<file path="config.mk">
export PLATFORM = sky130hd
export DESIGN_NAME = bdma_engine
export DESIGN_NICKNAME = d
export VERILOG_FILES = /design/src/rtl/bdma_pkg.sv /design/src/rtl/bdma_addr_ctr.sv /design/src/rtl/bdma_wait_timer.sv /design/src/rtl/bdma_packer.sv /design/src/rtl/bdma_engine.sv
export SDC_FILE = /design/constraint.sdc
export NUM_CORES = 1
export LEC_CHECK = 0
export BUFFER_PORTS_ARGS = -buffer_cell sky130_fd_sc_hd__buf_2
export CAP_MARGIN = 10
export CORE_ASPECT_RATIO = 1.1
export CORE_UTILIZATION = 25
export DETAILED_ROUTE_END_ITERATION = 8
export MAX_ROUTING_LAYER = met4
export SETUP_SLACK_MARGIN = 0.4
export SLEW_MARGIN = 20
export SYNTH_ARGS = -nofsm -noshare
export SYNTH_HDL_FRONTEND = slang
export SYNTH_SLANG_ARGS = --single-unit
</file>
<file path="constraint.sdc">
create_clock -name clk -period 5.2 [get_ports clk]
set_input_delay 1.56 -clock clk [delete_from_list [all_inputs] [get_ports clk]]
set_output_delay 1.56 -clock clk [all_outputs]
set_load 0.1 [all_outputs]
</file>
<file path="src/rtl/bdma_pkg.sv">
package bdma_pkg;

  localparam int BYTE_W  = 8;
  localparam int LANES   = 3;
  localparam int WORD_W  = BYTE_W * LANES;

  typedef enum logic [1:0] {
    FMT_PM24  = 2'b00,
    FMT_DM16  = 2'b01,
    FMT_DM8HI = 2'b10,
    FMT_DM8LO = 2'b11
  } fmt_e;

  typedef enum logic [2:0] {
    ST_IDLE,
    ST_BYTE,
    ST_IMWR,
    ST_FETCH,
    ST_CAPT
  } st_e;

  localparam logic [2:0] SEL_CTRL  = 3'd0;
  localparam logic [2:0] SEL_IADDR = 3'd1;
  localparam logic [2:0] SEL_OFS   = 3'd2;
  localparam logic [2:0] SEL_PAGE  = 3'd3;
  localparam logic [2:0] SEL_COUNT = 3'd4;

  // index of the final byte of a word in the given format
  function automatic logic [1:0] last_idx(fmt_e f);
    case (f)
      FMT_PM24: return 2'd2;
      FMT_DM16: return 2'd1;
      default:  return 2'd0;
    endcase
  endfunction

endpackage

</file>
<file path="src/rtl/bdma_addr_ctr.sv">
module bdma_addr_ctr #(
  parameter int OFS_W  = 14,
  parameter int PAGE_W = 8
) (
  input  logic                    clk,
  input  logic                    rst_n,
  input  logic                    ld_ofs_i,
  input  logic                    ld_page_i,
  input  logic [OFS_W-1:0]        ofs_i,
  input  logic [PAGE_W-1:0]       page_i,
  input  logic                    inc_i,
  output logic [OFS_W+PAGE_W-1:0] addr_o
);
  localparam int BA_W = OFS_W + PAGE_W;

  logic [BA_W-1:0] a_q, a_d;

  always_comb begin
    a_d = a_q;
    if (ld_ofs_i)  a_d[OFS_W-1:0]     = ofs_i;
    if (ld_page_i) a_d[BA_W-1:OFS_W] = page_i;
    if (inc_i)     a_d                = a_q + 1'b1;
  end

  always_ff @(posedge clk or negedge rst_n) begin
    if (!rst_n) a_q <= '0;
    else        a_q <= a_d;
  end

  assign addr_o = a_q;
endmodule

</file>
<file path="src/rtl/bdma_wait_timer.sv">
module bdma_wait_timer #(
  parameter int WAIT_W = 4
) (
  input  logic              clk,
  input  logic              rst_n,
  input  logic              active_i,
  input  logic [WAIT_W-1:0] wait_i,
  output logic              last_o
);
  logic              first_q, first_d;
  logic [WAIT_W-1:0] cnt_q, cnt_d, eff;

  assign eff    = first_q ? wait_i : cnt_q;
  assign last_o = active_i && (eff == '0);

  always_comb begin
    first_d = 1'b1;
    cnt_d   = cnt_q;
    if (active_i && !last_o) begin
      first_d = 1'b0;
      cnt_d   = eff - 1'b1;
    end
  end

  always_ff @(posedge clk or negedge rst_n) begin
    if (!rst_n) begin
      first_q <= 1'b1;
      cnt_q   <= '0;
    end else begin
      first_q <= first_d;
      cnt_q   <= cnt_d;
    end
  end
endmodule

</file>
<file path="src/rtl/bdma_packer.sv">
module bdma_packer
  import bdma_pkg::*;
(
  input  logic              clk,
  input  logic              rst_n,
  input  fmt_e              fmt_i,
  input  logic [1:0]        idx_i,
  input  logic              clr_i,
  input  logic              cap_i,
  input  logic [BYTE_W-1:0] byte_i,
  input  logic              load_i,
  input  logic [WORD_W-1:0] word_i,
  output logic [WORD_W-1:0] word_o,
  output logic [BYTE_W-1:0] byte_o
);
  logic [WORD_W-1:0] w_q, w_d;
  logic [1:0]        lane;

  assign lane = (fmt_i == FMT_DM8HI) ? 2'd1 : (last_idx(fmt_i) - idx_i);

  for (genvar g = 0; g < LANES; g++) begin : g_lane
    assign w_d[g*BYTE_W +: BYTE_W] =
      load_i                          ? word_i[g*BYTE_W +: BYTE_W] :
      clr_i                           ? '0 :
      (cap_i && lane == 2'(g))        ? byte_i :
                                        w_q[g*BYTE_W +: BYTE_W];
  end

  always_ff @(posedge clk or negedge rst_n) begin
    if (!rst_n) w_q <= '0;
    else        w_q <= w_d;
  end

  always_comb begin
    case (lane)
      2'd2:    byte_o = w_q[3*BYTE_W-1:2*BYTE_W];
      2'd1:    byte_o = w_q[2*BYTE_W-1:BYTE_W];
      default: byte_o = w_q[BYTE_W-1:0];
    endcase
  end

  assign word_o = w_q;
endmodule

</file>
<file path="src/rtl/bdma_engine.sv">
module bdma_engine
  import bdma_pkg::*;
#(
  parameter int OFS_W   = 14,
  parameter int PAGE_W  = 8,
  parameter int CNT_W   = 14,
  parameter int IADDR_W = 14,
  parameter int WAIT_W  = 4
) (
  input  logic                    clk,
  input  logic                    rst_n,
  input  logic                    cfg_we,
  input  logic [2:0]              cfg_sel,
  input  logic [15:0]             cfg_wdata,
  output logic [CNT_W-1:0]        cnt_o,
  output logic                    busy_o,
  output logic                    halt_o,
  output logic                    irq_o,
  output logic                    im_req_o,
  output logic                    im_we_o,
  output logic                    im_space_o,
  output logic [IADDR_W-1:0]      im_addr_o,
  output logic [23:0]             im_wdata_o,
  input  logic [23:0]             im_rdata_i,
  output logic                    bm_rd_o,
  output logic                    bm_wr_o,
  output logic [OFS_W+PAGE_W-1:0] bm_addr_o,
  output logic [7:0]              bm_wdata_o,
  input  logic [7:0]              bm_rdata_i,
  input  logic [WAIT_W-1:0]       bm_wait_i
);
  st_e                st_q, st_d;
  fmt_e               fmt_q, fmt_d;
  logic               dir_q, dir_d, halt_q, halt_d, irq_q, irq_d;
  logic [IADDR_W-1:0] ia_q, ia_d;
  logic [CNT_W-1:0]   cnt_q, cnt_d;
  logic [1:0]         idx_q, idx_d;

  logic idle, acc_we, start, in_byte, byte_last, last_byte, word_done, cnt_one;
  logic unused_cfg;

  assign unused_cfg = ^cfg_wdata;
  assign idle      = (st_q == ST_IDLE);
  assign acc_we    = cfg_we && idle;
  assign start     = acc_we && (cfg_sel == SEL_COUNT) && (cfg_wdata[CNT_W-1:0] != '0);
  assign in_byte   = (st_q == ST_BYTE);
  assign last_byte = (idx_q == last_idx(fmt_q));
  assign word_done = (st_q == ST_IMWR) || (in_byte && byte_last && last_byte && dir_q);
  assign cnt_one   = (cnt_q == CNT_W'(1));

  // next-state logic
  always_comb begin
    st_d   = st_q;
    fmt_d  = fmt_q;
    dir_d  = dir_q;
    halt_d = halt_q;
    ia_d   = ia_q;
    cnt_d  = cnt_q;
    idx_d  = idx_q;
    irq_d  = 1'b0;

    if (acc_we) begin
      case (cfg_sel)
        SEL_CTRL: begin
          halt_d = cfg_wdata[3];
          dir_d  = cfg_wdata[2];
          fmt_d  = fmt_e'(cfg_wdata[1:0]);
        end
        SEL_IADDR: ia_d  = cfg_wdata[IADDR_W-1:0];
        SEL_COUNT: cnt_d = cfg_wdata[CNT_W-1:0];
        default: ;
      endcase
    end

    case (st_q)
      ST_IDLE: if (start) begin
        st_d  = dir_q ? ST_FETCH : ST_BYTE;
        idx_d = 2'd0;
      end
      ST_BYTE: if (byte_last) begin
        if (last_byte) begin
          idx_d = 2'd0;
          if (!dir_q)       st_d = ST_IMWR;
          else if (cnt_one) st_d = ST_IDLE;
          else              st_d = ST_FETCH;
        end else begin
          idx_d = idx_q + 2'd1;
        end
      end
      ST_IMWR:  st_d = cnt_one ? ST_IDLE : ST_BYTE;
      ST_FETCH: st_d = ST_CAPT;
      ST_CAPT:  st_d = ST_BYTE;
      default:  st_d = ST_IDLE;
    endcase

    if (word_done) begin
      cnt_d = cnt_q - 1'b1;
      ia_d  = ia_q + 1'b1;
      irq_d = cnt_one;
    end
  end

  // state registers
  always_ff @(posedge clk or negedge rst_n) begin
    if (!rst_n) begin
      st_q   <= ST_IDLE;
      fmt_q  <= FMT_PM24;
      dir_q  <= 1'b0;
      halt_q <= 1'b0;
      ia_q   <= '0;
      cnt_q  <= '0;
      idx_q  <= 2'd0;
      irq_q  <= 1'b0;
    end else begin
      st_q   <= st_d;
      fmt_q  <= fmt_d;
      dir_q  <= dir_d;
      halt_q <= halt_d;
      ia_q   <= ia_d;
      cnt_q  <= cnt_d;
      idx_q  <= idx_d;
      irq_q  <= irq_d;
    end
  end

  bdma_addr_ctr #(.OFS_W(OFS_W), .PAGE_W(PAGE_W)) u_addr (
    .clk       (clk),
    .rst_n     (rst_n),
    .ld_ofs_i  (acc_we && (cfg_sel == SEL_OFS)),
    .ld_page_i (acc_we && (cfg_sel == SEL_PAGE)),
    .ofs_i     (cfg_wdata[OFS_W-1:0]),
    .page_i    (cfg_wdata[PAGE_W-1:0]),
    .inc_i     (in_byte && byte_last),
    .addr_o    (bm_addr_o)
  );

  bdma_wait_timer #(.WAIT_W(WAIT_W)) u_wait (
    .clk      (clk),
    .rst_n    (rst_n),
    .active_i (in_byte),
    .wait_i   (bm_wait_i),
    .last_o   (byte_last)
  );

  bdma_packer u_pack (
    .clk    (clk),
    .rst_n  (rst_n),
    .fmt_i  (fmt_q),
    .idx_i  (idx_q),
    .clr_i  (start || (st_q == ST_IMWR)),
    .cap_i  (in_byte && byte_last && !dir_q),
    .byte_i (bm_rdata_i),
    .load_i (st_q == ST_CAPT),
    .word_i (im_rdata_i),
    .word_o (im_wdata_o),
    .byte_o (bm_wdata_o)
  );

  assign cnt_o      = cnt_q;
  assign busy_o     = !idle;
  assign halt_o     = !idle && halt_q;
  assign irq_o      = irq_q;
  assign im_req_o   = (st_q == ST_IMWR) || (st_q == ST_FETCH);
  assign im_we_o    = (st_q == ST_IMWR);
  assign im_space_o = (fmt_q != FMT_PM24);
  assign im_addr_o  = ia_q;
  assign bm_rd_o    = in_byte && !dir_q;
  assign bm_wr_o    = in_byte && dir_q;
endmodule

</file>
Yosys cells after proc, flatten, opt, wreduce, memory -nomap -nowiden
Cells that the tools add are included.

Bits of input ports: 58. Flip-flop bits (word level): 89. Output and inout port bits: 90. Logic and storage cells: 118.

$add $sub $neg: 6. Mux-type cells: 36. Reduce and logical (&&, ||, !) cells: 44. Eq/ne operators: 17.

Operator list (count): $mux 14 (7); $mux 8 (10); $add 22x1->22 const B (1); $mux 22 (1); $logic_and 1x1->1 (17); $pmux 8 s2 (1); $pmux 3 s5 (1); $add 14x1->14 const B (1); $eq 14x1->1 const B (1); $mux 2 (7); $reduce_bool 14->1 (1); $reduce_bool 2->1 (7); $sub 14x1->14 const B (1); $eq 3x2->1 const B (4); $mux 3 (3); $reduce_bool 3->1 (3); $pmux 2 s2 (2); $eq 3x1->1 const B (2); $eq 3x3->1 const B (2); $logic_not 3->1 (2); $ne 2x1->1 const B (3); $reduce_and 2->1 (3); $reduce_and 3->1 (2); $eq 2x1->1 const B (2); other kinds (11) (19).

Logic depth before layout (Yosys ltp)
Gate-level depths: netlist of run 1.

Depth in word-level cells: 9. Gate-level depth with buffers: 12. Mapped depth without buffers: 11.

Modules after synthesis
Synthesis of run 1 repeated with hierarchy kept, for this count alone.

Cells, all modules: 590. Area total of the unflattened synthesis: 5454.0 sq um.

By module, submodules not included: bdma_engine (area an instance 2367.3 sq um, cells each 259, instances 1, seq. area each 950.9 sq um); bdma_packer (area an instance 1391.3 sq um, cells each 146, instances 1, seq. area each 600.6 sq um); bdma_addr_ctr (area an instance 1373.8 sq um, cells each 153, instances 1, seq. area each 550.5 sq um); bdma_wait_timer (area an instance 321.6 sq um, cells each 32, instances 1, seq. area each 126.4 sq um).

Worst setup path after synthesis of run 1
OpenSTA, ideal clock, no wires.

Path type: reg2out. Start: register fmt_q[1]. End: output port bm_wdata_o[0]. Stages on the path, launching flop included: 11. Required time: 3.640 ns. Slack: -0.130 ns. Path buffers: 1. Data arrival time: 3.770 ns. Cell sequence: dfrtp_1 > inv_1 > nand2_1 > ha_1 > xnor2_1 > nor2_1 > a21oi_1 > ha_1 > clkbuf_1 > a22oi_1 > o21ai_0.

Longest elaborated chain between the ends: 6. Elaborated cells between the ends (all ways): 9. Classes of those cells: 1 x add/sub; 4 x eq/ne; 3 x mux; 1 x reduce/logical.

RTL lines: from (decl) (line bdma_engine.sv:33) `fmt_e fmt_q, fmt_d;`; from (signal assigned) (line bdma_engine.sv:116) `fmt_q <= fmt_d;`; $eq 2x1->1 / $logic_not 2->1 (equally long branches) (line bdma_pkg.sv:30) `case (f)`; $pmux 2 s2 (line bdma_pkg.sv:30); $sub 2x2->2 (line bdma_packer.sv:19) `assign lane = (fmt_i == FMT_DM8HI) ? 2'd1 : (last_idx(fmt_i) - idx_i);`; $mux 2 (*) (line bdma_packer.sv:19); $eq 2x1->1 / $eq 2x2->1 (equally long branches) (line bdma_packer.sv:35) `case (lane)`; $pmux 8 s2 (*) (line bdma_packer.sv:35); to (decl) (line bdma_engine.sv:28) `output logic [7:0] bm_wdata_o,`.

Mark *: on every way between the ends. The rest lies on a longest branch, timed or not.

Final worst setup path of run 1
Start: register fmt_q[1]. End: output port bm_wdata_o[4].

The elaborated chain is that of the path after synthesis.

==> results.sh, run 1 <==
export IMPL_status="complete, no violations"
export IMPL_crit_arrival_ns=2.83
export IMPL_drt_total_wl_mm=17.8
export IMPL_yosys_area_share_adder=0.0237
export IMPL_grt_usage=0.171
export IMPL_grt_max_degree=75
export IMPL_clockBufferDepth=2
export IMPL_r2r_slack_ns=1.81
export IMPL_hold_start="u_wait.cnt_q[0]"
export IMPL_start_util=0.256
export IMPL_die_h_um=155
export IMPL_synth_mux_area_frac=0.0296
export IMPL_ioPinCount=148
export IMPL_path_clk_slew_ns=0.07
export IMPL_min_path_type="reg -> reg"
export IMPL_grt_overflow=0
export IMPL_grt_pass1_vias=4994
export IMPL_max_stage_delay_ns=0.47
export IMPL_end_kind="primary output"
export IMPL_cts_tree="done"
export IMPL_start_kind="register"
export IMPL_synthCells=599
export IMPL_ys_types=66
export IMPL_skew_ns=0.0111
export IMPL_r2r_end="im_addr_o[13]"
export IMPL_synth_simple_area_share=0.238
export IMPL_max_cap_violations=0
export IMPL_synth_fp_nets=667
export IMPL_min_to="u_wait.cnt_q[0]"
export IMPL_cts_setup_buffers=0
export IMPL_fp_dieArea_um2=21700
export IMPL_maxSlewHeadroom=0.423
export IMPL_synth_area_per_cell_um2=8.83
export IMPL_wire_per_inst_um=17.8
export IMPL_fin_setup_tns_ns=0
export IMPL_synthXorXnorAreaFrac=0.00662
export IMPL_path_cells="inv_1 > nand2_1 > ha_1 > xnor2_1 > nor2_1 > a21oi_1 > ha_1 > a22oi_1 > o21ai_1 > buf_2"
export IMPL_fin_crit_sh=0.845
export IMPL_holdPathStages=2
export IMPL_area_delta_synth_final_pct=25.5
export IMPL_viasPerCell=5.34
export IMPL_ys_warnings_count=0
export IMPL_slowest_stage="ha_1"
export IMPL_clock_latency_ns=0.36
export IMPL_drv_slew=0
export IMPL_clock_sinks=89
export IMPL_grt_first_pass_wirelength_mm=28.1
export IMPL_vias=5324
export IMPL_synth_compound_area_frac=0.237
export IMPL_core_um2=20600
export IMPL_n_fill_cell=2203
export IMPL_final_common_cell="buf_2"
export IMPL_cts_htree_levels=3
export IMPL_syn_area_um2=5290
export IMPL_cts_root_buffer="clkbuf_16"
export IMPL_gp_congestion=0.833
export IMPL_setup_viol=0
export IMPL_ys_ff_latch=89
export IMPL_worstReg2RegStart="u_wait.first_q"
export IMPL_postCtsHoldBufs=0
export IMPL_portBuffers=145
export IMPL_seq_area_um2=2230
export IMPL_path_class="reg -> out"
export IMPL_cts_buffers=9
export IMPL_cts_resized=0
export IMPL_mostFrequentLayoutCells="144 x buf_2, 88 x dfrtp_1, 81 x nand2_1"
export IMPL_drt_iter0_drc=257
export IMPL_drive_above_1_share=0.260
export IMPL_antenna_left=0
export IMPL_synth_top_family_by_area="simple AND/OR/NAND/NOR gates"
export IMPL_worstPathRequired_ns=3.64
export IMPL_grt_antenna_before_repair=2
export IMPL_dr_pass1_iters=4
export IMPL_crit_top_cell="ha_1"
export IMPL_finalHoldViolCount=0
export IMPL_async_reset_ff_frac=1.00
export IMPL_max_slew_worst_pin_slew_ns=0.863
export IMPL_placementRows=55
export IMPL_die_x_um=141
export IMPL_critPathMaxFanout=9
export IMPL_whs_ns=0.476
export IMPL_drc_errors=0
export IMPL_hpwlAfterDp_mm=12.8
export IMPL_synth_edf_count=0
export IMPL_grt_setup_unrepaired="no"
export IMPL_ys_seq_area_frac=0.421
export IMPL_multi_input_area_um2=2850
export IMPL_r2r_cells=8
export IMPL_fin_crit_ns=4.39
export IMPL_max_freq_mhz=228
export IMPL_nets=802
export IMPL_synthFlopType="dfrtp_1"
## through the flow
| stage | cell area (µm²) | util | cells | worst slack (ns) |
|---|---|---|---|---|
| after global routing | 6640 | 0.322 | 997 | 0.603 |
| after CTS | 6630 | 0.321 | 995 | 0.745 |
| final | 6640 | 0.322 | 997 | 0.806 |
| after global placement | 6280 | 0.304 | 979 | 0.830 |
| after floorplan | 5290 | - | 599 | 0.624 |
| after detailed placement | 6280 | 0.304 | 979 | 0.832 |
## critical path: cells and delay by family, from the launching register on
kind / cells / cell delay, ns
fa+ha+maj: 2 / 0.66
flops: 1 / 0.41
simple gates: 2 / 0.12
xor+xnor: 1 / 0.17
compound gates: 3 / 0.57
buf+inv: 2 / 0.55
## flip-flops by register name, indices dropped and copies added, names as in the netlist, 2 cells and up
register and count:
cnt_o 14, fmt_q 2, idx_q 2, im_addr_o 14, st_q 3, u_addr.addr_o 22, u_pack.word_o 24, u_wait.cnt_q 4
## cells in the mapped netlist (all sizes together), types with 2 or more instances
cell,instances,area share
dfrtp,88,0.42
nand2,81,0.057
nor2,51,0.037
o21ai,50,0.047
a2bb2oi,24,0.040
nand3,24,0.023
nor3,23,0.025
a21oi,21,0.021
inv,18,0.013
clkbuf,17,0.012
buf,15,0.018
nand4,12,0.014
o211ai,11,0.016
a211oi,10,0.014
a22oi,10,0.014
and3,10,0.013
ha,10,0.024
mux2i,10,0.019
a221o,9,0.017
and2,9,0.011
o311ai,9,0.015
nor4,8,0.011
nor2b,6,0.0071
or3,6,0.0071
mux2,5,0.011
a21o,4,0.0057
a311oi,4,0.0066
a31oi,4,0.0047
and4,4,0.0066
a21boi,3,0.0043
nand3b,3,0.0043
nor3b,3,0.0043
o21a,3,0.0043
o221a,3,0.0064
or2,3,0.0035
a32oi,2,0.0033
a41oi,2,0.0033
nand2b,2,0.0024
o32ai,2,0.0033
or4,2,0.0028
or4b,2,0.0038
xnor2,2,0.0033
xor2,2,0.0033
## routing by layer
layer | routed length [µm] | global-route usage | vias up
li1 | - | - | 2512
met4 | 371 | 0.0642 | 0
met5 | 0 | - | -
met1 | 8050 | 0.219 | 2577
met2 | 8190 | 0.264 | 206
met3 | 1180 | 0.0337 | 29
## cells by family (layout without fill, tap and decap cells)
| group | after synthesis | in the layout |
|---|---|---|
| xor gates and xnor gates | 4 | 4 |
| other | 0 | 2 |
| AOI/OAI and AO/OA | 178 | 178 |
| DFF | 89 | 89 |
| muxes | 15 | 15 |
| adders and majority gates | 10 | 10 |
| and+or+nand+nor | 252 | 252 |
| buffers and inverters | 51 | 191 |
## layout make-up
class	instances	area share
Multi-Input combinational cell	459	0.429
Sequential cell	89	0.336
Timing Repair Buffer	156	0.123
Tap cell	256	0.0483
Clock buffer	11	0.0366
Clock inverter	5	0.0166
Inverter	19	0.0107
Antenna cell	2	0.000754
## worst max path at each step
stage	startpoint	end	slack (ns)	cells after the start
global route	fmt_q[1]	bm_wdata_o[4]	0.60	10
floorplan	fmt_q[1]	bm_wdata_o[0]	0.62	10
finish	fmt_q[1]	bm_wdata_o[4]	0.81	10
detailed placement	bm_wait_i[0]	im_addr_o[13]	0.83	9
CTS	fmt_q[1]	bm_wdata_o[4]	0.75	10
global placement	bm_wait_i[0]	im_addr_o[13]	0.83	9
Power of run 1 is left out: the tool's default activity adds up to more than one toggle a clock period on the data nets, which glitch-free logic cannot reach.
==> run 2: changes to the inputs <==
clock period = 3.54 ns   (was 5.2 ns; I/O delays follow)
==> run 2 against run 1 <==
Effect of this change: routed wire length grew 3.3%; first-iteration DRC count grew 1.6%; global-route usage grew 0.42 points; sequential share of layout area shrank 2.2 points.
==> results.sh, run 2 (synthesized netlist as in run 1, its figures left out) <==
export IMPL_gp_congestion=0.858
export IMPL_slowest_stage="dfrtp_1"
export IMPL_dr_pass1_iters=4
export IMPL_fin_crit_sh=0.969
export IMPL_postCtsHoldBufs=0
export IMPL_drt_total_wl_mm=18.4
export IMPL_max_stage_delay_ns=0.40
export IMPL_hold_start="u_wait.cnt_q[0]"
export IMPL_fin_crit_ns=3.43
export IMPL_cts_htree_levels=3
export IMPL_drc_errors=0
export IMPL_vias=5409
export IMPL_multi_input_area_um2=3070
export IMPL_fin_setup_tns_ns=0
export IMPL_clock_sinks=89
export IMPL_viasPerCell=5.30
export IMPL_drt_met1_wl_mm=8.28
export IMPL_ioPinCount=148
export IMPL_crit_start="fmt_q[1]"
export IMPL_grt_setup_unrepaired="yes"
export IMPL_start_kind="register"
export IMPL_nets=826
export IMPL_dr_wl_met3_mm=1.20
export IMPL_worstReg2RegStart="u_wait.first_q"
export IMPL_placementRows=55
export IMPL_status="complete, no violations"
export IMPL_area_delta_synth_final_pct=34.5
export IMPL_cts_tree="done"
export IMPL_grt_antenna_before_repair=1
export IMPL_largest_register_ff_count=24
export IMPL_path_clk_slew_ns=0.07
export IMPL_maxSlewHeadroom=0.386
export IMPL_dr_wl_met2_mm=8.60
export IMPL_cts_buffers=9
export IMPL_drive_above_1_share=0.325
export IMPL_final_instance_count_excl_fill=1020
export IMPL_start_util=0.256
export IMPL_max_cap_violations=0
export IMPL_dr_max_layer_used="met4"
export IMPL_portBuffers=145
export IMPL_min_path_type="reg -> reg"
export IMPL_seq_area_um2=2230
export IMPL_core_um2=20600
export IMPL_grt_max_degree=48
export IMPL_dp_cells=992
export IMPL_grt_pass1_vias=5193
export IMPL_drt_iter0_drc=261
export IMPL_crit_arrival_ns=2.37
export IMPL_max_slew_worst_pin_slew_ns=0.913
export IMPL_path_class="reg -> out"
export IMPL_max_freq_mhz=292
export IMPL_grt_usage=0.175
export IMPL_wire_per_inst_um=18.0
export IMPL_grt_first_pass_wirelength_mm=28.8
export IMPL_end_kind="primary output"
export IMPL_clockBufferDepth=2
export IMPL_critPathMaxFanout=6
export IMPL_antenna_left=0
export IMPL_setup_slack_ns=0.111
export IMPL_final_common_cell="buf_2"
export IMPL_skew_ns=0.0120
export IMPL_drv_slew=0
export IMPL_path_cells="inv_2 > nand2_2 > ha_4 > xnor2_4 > nor2_2 > a21oi_2 > buf_4 > ha_4 > buf_6 > buf_4 > o21ai_4 > buf_12"
export IMPL_n_fill_cell=2151
export IMPL_utilization=0.345
export IMPL_die_h_um=155
export IMPL_setup_viol=0
export IMPL_grt_overflow=0
export IMPL_fp_dieArea_um2=21700
export IMPL_worstPathRequired_ns=2.48
export IMPL_hpwlAfterDp_mm=13.3
export IMPL_cts_root_buffer="clkbuf_16"
export IMPL_die_x_um=141
export IMPL_finalHoldViolCount=0
export IMPL_pre_cts_ws_ns=0.104
export IMPL_mostFrequentLayoutCells="135 x buf_2, 87 x dfrtp_1, 79 x nand2_1"
export IMPL_clock_latency_ns=0.36
-- run 2: cell types whose count changed in the layout (fill, tap and decap cells not counted), sizes merged --
cell	before	now
clkinv	1	5
diode	2	1
clkbuf	11	9
clkinvlp	0	1
buf	156	180
bufinv	3	0
-- run 2: critical path, delay by kind of cell, from the launching register on --
kind | cells | cell delay, ns
compound gates | 2 | 0.25
xor+xnor | 1 | 0.15
fa+ha+maj | 2 | 0.39
buf+inv | 5 | 0.70
flops | 1 | 0.40
simple gates | 2 | 0.12
-- run 2: area by class of cell --
| type | count | share of cell area |
|---|---|---|
| diodes | 1 | 0.000352 |
| clock buffers | 9 | 0.0317 |
| clock inverters | 7 | 0.00774 |
| inverters | 19 | 0.0100 |
| multi-input cells | 459 | 0.431 |
| flip-flops and latches | 89 | 0.313 |
| well taps | 256 | 0.0450 |
| repair buffers | 180 | 0.161 |
-- run 2: worst paths after layout --
path                                     endpoint  slack, ns  depth (start not counted)
worst max-delay path                bm_wdata_o[2]       0.11                         12
worst min-delay path              u_wait.cnt_q[0]       0.51                          2
worst max register to register  u_addr.addr_o[20]       0.66                          7
worst min register to register    u_wait.cnt_q[0]       0.51                          2
max in group asynchronous                fmt_q[0]       2.11                          2
min in group asynchronous       u_addr.addr_o[10]       0.75                          1
-- run 2: timing repair --
item / CTS / global route
setup endpoints to repair: 9 / 12
gates cloned: 0 / 0
setup buffers: 7 / 4
pin swaps: 6 / 0
gates resized for setup: 3 / 15
-- run 2: stage by stage --
step	instance area (µm²)	hold slack [ns]
2_1_floorplan	5490	0.466
3_3_place_gp	6680	0.494
3_5_place_dp	6680	0.492
4_1_cts	7030	0.508
5_1_grt	7110	0.533
6_report	7110	0.505
-- run 2: layer usage --
layer / vias up / global-route usage
li1: 2556 / -
met1: 2619 / 0.227
met2: 211 / 0.274
met3: 23 / 0.0347
met4: 0 / 0.0507
met5: - / -
Power of run 2 is left out for the same reason.
